<file path="src/rtl/cc_pkg.sv">
package cc_pkg;
  typedef enum logic [1:0] {
    SEL_PASS   = 2'd0,
    SEL_MID    = 2'd1,
    SEL_REPEAT = 2'd2,
    SEL_SILENT = 2'd3
  } sel_e;
endpackage

</file>
<file path="src/rtl/cc_lookahead.sv">
module cc_lookahead #(
  parameter int DATA_W = 16,
  parameter int DEPTH  = 2
) (
  input  logic              clk,
  input  logic              rst_n,
  input  logic              adv,
  input  logic              in_flag,
  input  logic [DATA_W-1:0] in_data,
  output logic              c_flag,
  output logic [DATA_W-1:0] c_data,
  output logic              f_flag,
  output logic [DATA_W-1:0] f_data,
  output logic              primed
);
  localparam int FW = $clog2(DEPTH + 1);

  logic [FW-1:0]     fill_q, fill_d;
  logic              near_flag_q, far_flag_q;
  logic [DATA_W-1:0] near_data_q, far_data_q;

  always_comb begin
    fill_d = fill_q;
    if (adv && (fill_q != FW'(DEPTH))) fill_d = fill_q + 1'b1;
  end

  always_ff @(posedge clk or negedge rst_n) begin
    if (!rst_n) begin
      fill_q      <= '0;
      near_flag_q <= 1'b0;
      near_data_q <= '0;
      far_flag_q  <= 1'b0;
      far_data_q  <= '0;
    end else if (adv) begin
      fill_q      <= fill_d;
      near_flag_q <= in_flag;
      near_data_q <= in_data;
      far_flag_q  <= near_flag_q;
      far_data_q  <= near_data_q;
    end
  end

  assign c_flag = far_flag_q;
  assign c_data = far_data_q;
  assign f_flag = near_flag_q;
  assign f_data = near_data_q;
  assign primed = (fill_q == FW'(DEPTH));
endmodule

</file>
<file path="src/rtl/cc_run_count.sv">
module cc_run_count #(
  parameter int RUN_MAX = 3
) (
  input  logic                         clk,
  input  logic                         rst_n,
  input  logic                         adv,
  input  logic                         bad,
  output logic [$clog2(RUN_MAX+1)-1:0] run
);
  localparam int CW = $clog2(RUN_MAX + 1);

  logic [CW-1:0] cnt_q, cnt_d;

  always_comb begin
    if (!bad)                        cnt_d = '0;
    else if (cnt_q == CW'(RUN_MAX))  cnt_d = cnt_q;
    else                             cnt_d = cnt_q + 1'b1;
  end

  always_ff @(posedge clk or negedge rst_n) begin
    if (!rst_n)   cnt_q <= '0;
    else if (adv) cnt_q <= cnt_d;
  end

  assign run = cnt_q;
endmodule

</file>
<file path="src/rtl/cc_select.sv">
module cc_select
  import cc_pkg::*;
#(
  parameter int DATA_W = 16,
  parameter int CW     = 2
) (
  input  logic              mute,
  input  logic              silent_q,
  input  logic              c_flag,
  input  logic [DATA_W-1:0] c_data,
  input  logic              f_flag,
  input  logic [DATA_W-1:0] f_data,
  input  logic [DATA_W-1:0] last_out,
  input  logic [CW-1:0]     run_prev,
  output logic [DATA_W-1:0] y,
  output logic              silent_d,
  output sel_e              sel
);
  logic signed [DATA_W:0] sum;
  logic signed [DATA_W:0] half;

  always_comb begin
    sum  = $signed({last_out[DATA_W-1], last_out}) + $signed({f_data[DATA_W-1], f_data});
    half = sum >>> 1;
  end

  always_comb begin
    silent_d = silent_q;
    if (mute) begin
      sel      = SEL_SILENT;
      silent_d = 1'b1;
    end else if (silent_q && c_flag) begin
      sel = SEL_SILENT;
    end else if (!c_flag) begin
      sel      = SEL_PASS;
      silent_d = 1'b0;
    end else if ((run_prev == '0) && !f_flag) begin
      sel = SEL_MID;
    end else begin
      sel = SEL_REPEAT;
    end
  end

  always_comb begin
    case (sel)
      SEL_PASS:   y = c_data;
      SEL_MID:    y = half[DATA_W-1:0];
      SEL_REPEAT: y = last_out;
      default:    y = '0;
    endcase
  end
endmodule

</file>
<file path="src/rtl/audio_conceal.sv">
module audio_conceal
  import cc_pkg::*;
#(
  parameter int DATA_W  = 16,
  parameter int RUN_MAX = 3
) (
  input  logic              clk,
  input  logic              rst_n,
  input  logic              in_valid,
  input  logic              in_flag,
  input  logic [DATA_W-1:0] in_data,
  input  logic              mute,
  output logic              out_valid,
  output logic [DATA_W-1:0] out_data
);
  localparam int CW = $clog2(RUN_MAX + 1);

  logic              rst_meta_q, rst_core_n;
  logic              c_flag, f_flag, primed, decide;
  logic [DATA_W-1:0] c_data, f_data;
  logic [CW-1:0]     run_prev;
  logic              silent_q, silent_d;
  logic [DATA_W-1:0] out_q, out_d;
  logic              ov_q;
  sel_e              sel;

  always_ff @(posedge clk or negedge rst_n) begin
    if (!rst_n) begin
      rst_meta_q <= 1'b0;
      rst_core_n <= 1'b0;
    end else begin
      rst_meta_q <= 1'b1;
      rst_core_n <= rst_meta_q;
    end
  end

  assign decide = in_valid && primed;

  cc_lookahead #(.DATA_W(DATA_W), .DEPTH(2)) i_look (
    .clk(clk), .rst_n(rst_core_n), .adv(in_valid),
    .in_flag(in_flag), .in_data(in_data),
    .c_flag(c_flag), .c_data(c_data),
    .f_flag(f_flag), .f_data(f_data), .primed(primed)
  );

  cc_run_count #(.RUN_MAX(RUN_MAX)) i_run (
    .clk(clk), .rst_n(rst_core_n), .adv(decide), .bad(c_flag), .run(run_prev)
  );

  cc_select #(.DATA_W(DATA_W), .CW(CW)) i_sel (
    .mute(mute), .silent_q(silent_q),
    .c_flag(c_flag), .c_data(c_data), .f_flag(f_flag), .f_data(f_data),
    .last_out(out_q), .run_prev(run_prev),
    .y(out_d), .silent_d(silent_d), .sel(sel)
  );

  always_ff @(posedge clk or negedge rst_core_n) begin
    if (!rst_core_n) begin
      out_q    <= '0;
      silent_q <= 1'b0;
    end else if (decide) begin
      out_q    <= out_d;
      silent_q <= silent_d;
    end
  end

  always_ff @(posedge clk or negedge rst_core_n) begin
    if (!rst_core_n) ov_q <= 1'b0;
    else             ov_q <= decide;
  end

  assign out_valid = ov_q;
  assign out_data  = out_q;
endmodule

</file>
<file path="config.mk">
export PLATFORM = sky130hd
export DESIGN_NAME = audio_conceal
export DESIGN_NICKNAME = d
export VERILOG_FILES = /design/src/rtl/cc_pkg.sv /design/src/rtl/cc_lookahead.sv /design/src/rtl/cc_run_count.sv /design/src/rtl/cc_select.sv /design/src/rtl/audio_conceal.sv
export SDC_FILE = /design/constraint.sdc
export NUM_CORES = 1
export LEC_CHECK = 0
export ABC_AREA = 1
export ABC_CLOCK_PERIOD_IN_PS = 1950
export CORE_MARGIN = 2
export CORE_UTILIZATION = 25
export CTS_BUF_LIST = sky130_fd_sc_hd__clkbuf_16
export CTS_CLUSTER_SIZE = 8
export DETAILED_ROUTE_END_ITERATION = 10
export SETUP_SLACK_MARGIN = 0.4
export SLEW_MARGIN = 40
export SYNTH_ARGS = -nofsm -noshare
export SYNTH_HDL_FRONTEND = slang
export SYNTH_SLANG_ARGS = --single-unit
export TNS_END_PERCENT = 100
</file>
<file path="constraint.sdc">
create_clock -name clk -period 1.95 [get_ports clk]
set_input_delay 0.195 -clock clk [delete_from_list [all_inputs] [get_ports clk]]
set_output_delay 0.195 -clock clk [all_outputs]
set_load 0.05 [all_outputs]
</file>
==> run metrics <==
run status=completed; Place WS=196 ps; first-pass GRT wire length=about 15,000 µm; Clk pin slew, worst setup/hold paths=around 50 ps; setup TNS=0 ps; post-synth cell types=30; Combinational Power Share=48.2%; cell area after layout=4740 µm²; CTS hold repair buffers=0; CP Class=flip-flop to flip-flop; Max-Cap Viols=0; P_leak=2.44 nW; slowest cell on the critical path=dfrtp_1; root buffer cell=clkbuf_16; num ports=38; RR Endpoint=out_data[4]; CP cell instances=buf_4 > ha_1 > nand2_1 > inv_1 > nand2_1 > nand2_2 > nand2_2 > nand2_2 > buf_4 > nor2_1 > o22ai_1 > nand2_1 > nand2_1; leading area contributor after synthesis=dfrtp_1; Port-buffer cells=37; Area Growth Syn to Fin=39.8%; Worst Setup Slack, final=173 ps; DIE AREA=14,500 µm²; Ys Warns=0; CP startpoint kind=flip-flop; FF-to-FF path depth=13; EDFF count, synth=0; Num CTS Buffers=9; Clock Latency Late Sink=between 300 and 400 ps; drt pass-1 iters=4; pwr/cell area=1270 nW/µm²; Yosys reg bits=58; Post-Syn Area=3390 µm²; synthesized instance count=458; WP data arrival=1990 ps; crit-path max cell delay=400 ps; routed vias=3,018; ys flop type=dfrtp_1; Initial DRC Count=91; Final Max Tran Viols=0; core area=approximately 13,000 µm²; vias in the first global route=approximately 3.1k; Final Non-Filler Cells=~700; TritonCTS clock tree=built; cell row count=42; # diodes=0; Setup-failing EPs final=0; routed len/inst=between 10 and 15 µm; crit path from=i_look.f_data[1]; final worst-path cycle share=91.2%; Fill cells=1,377; routability cong.=0.843; DP Area=between 4000 and 5000 µm²; pin count of the biggest net entering global routing=63; Vias/cell=roughly 4.3; share of the synthesized area in the top cell type=42.8%; H-tree levels=3; clock network fraction of design power=22.7%; fin nets=558; Clock Skews=6.11 ps; Slew HR=65.5%; Tightest Hold Check Type=input pin to asynchronous set/reset pin; WL final=around 8700 µm; clock sinks=58; Slew @ Worst Pin=520 ps; syn_area_per_cell=7.41 µm²; maximum clock frequency=563 MHz; RR Startpoint=i_look.f_data[1]; most frequent cell after synthesis=nand2_1; # DRC=0; Die Span Y=121 µm; Worst R2R Setup Slack=170 ps; minimum clock period=1780 ps; sw frac=42.5%; P_int=about 3.5 mW; share of cells above drive strength 1=24.7%; most frequent CP cell=nand2_1; Register Area=around 1500 µm²; multi-input logic area=1930 µm²; Antenna Nets Post-Route=0; Tot GR Track Use=about 13%; Final Core Density=~36%; initial antenna violation count=0; Overflow after GRT=0; Max IR drop VDD=0.000541 V; Syn Nets=about 500; cell total after placement=about 660; Hold Vio Cnt, Final=0; post-synthesis async set-or-reset flop share=100%; sw power=~2.6 mW; Initial Util=between 20% and 30%; Commonest cells post-synth=nand2_1 (170), inv_1 (71), dfrtp_1 (58); RSZ-0062 raised after global routing=true; CP endpoint kind=flip-flop; Detail Placement HPWL=5990 µm; CTS Buffer Depth=2; sequential share of the synthesized area=42.8%; Crit path required time=around 2200 ps; top post-synthesis cells by area=dfrtp_1 (43%), nand2_1 (19%), inv_1 (7.9%), ha_1 (6.6%), o21ai_0 (4.6%); crit-path max FO=4; Flop pwr share=29.1%; Die Wd=121 µm
[worst max-delay path, delay by kind of cell (launching register included)]
| kind | cells | cell delay (ps) |
|---|---|---|
| compound gates | 1 | 80 |
| fa+ha+maj | 1 | 280 |
| buf+inv | 3 | 320 |
| flops | 1 | 400 |
| simple gates | 8 | 590 |
[cells in the final DEF, fill, tap and decap left out, drive strengths merged]
cell type and count:
a21oi 24, buf 23, clkbuf 10, clkdlybuf4s50 19, clkinv 5, conb 1
dfrtp 58, dlygate4sd2 15, dlymetal6s2s 1, fa 1, ha 18, inv 78
mux2 7, nand2 178, nand3 19, nand3b 3, nand4 1, nor2 19
nor3 5, o21ai 32, o22ai 4, or2 1, xor2 1
[kinds of logic (layout without fill, tap and decap cells)]
group | after synthesis | after routing | synth area share (%)
AND/OR/NAND/NOR | 226 | 226 | 28.2
buffers and inverters | 86 | 151 | 10.1
AO/OA/AOI/OAI | 60 | 60 | 9.00
flip-flops | 58 | 58 | 42.8
adder cells (fa/ha/maj) | 19 | 19 | 7.23
multiplexers | 7 | 7 | 2.32
other | 1 | 1 | 0.111
XOR/XNOR | 1 | 1 | 0.258
[per-stage QoR]
stage / power (mW) / hold slack, ps
6_report: 6.01 / 27.8
5_1_grt: 6.42 / 23.9
4_1_cts: 5.70 / 27.4
3_5_place_dp: 4.29 / 244
3_3_place_gp: 4.24 / 244
2_1_floorplan: 3.57 / -101
[registers in the layout (all words and copies together), names as in the netlist]
signal	count
i_look.c_data	16
rst_core_n	1
out_valid	1
i_look.fill_q	2
out_data	16
i_look.c_flag	1
i_look.f_data	16
rst_meta_q	1
i_look.f_flag	1
i_run.run	2
silent_q	1
[final cells by class]
cell class	instances	area share [%]
multi-input combinational	314	40.6
sequential	58	31.0
timing repair buffer	59	12.1
inverter	75	6.20
clock buffer	9	4.75
tap	176	4.64
clock inverter	7	0.633
timing repair inverter	1	0.0791
[power groups by stage]
stage                     Combinational (mW)  Sequential, mW  Clock (mW)
final                                   2.90            1.75        1.36
after CTS                               2.56            1.76        1.39
after detailed placement                2.51            1.78           0
after global placement                  2.47            1.77           0
after floorplan                         1.38            2.18           0
after global routing                    3.19            1.80        1.43
[timing repair]
item,in CTS,in global routing
resized for setup,28,34
setup buffers,7,12
endpoints found under the setup margin,31,18
gates cloned,1,0
pin swaps,2,12
[worst max path at each step]
stage,end,slack [ps],depth (start not counted)
after floorplan,out_data[13],220,14
after global placement,out_data[1],230,8
after detailed placement,out_data[1],200,8
after CTS,out_data[9],200,14
after global routing,out_data[4],60,13
final,out_data[4],170,13
[layer usage]
layer,GRT usage (%),up-vias,share of wire (%),wire (µm)
met5,0,-,0,0
met4,4.94,0,1.8,160
met3,3.02,12,3.4,294
met2,22.1,57,49,4270
met1,14.9,1411,46,3980
li1,-,1538,-,-
Note: power is estimated with default switching activity, not from simulation.
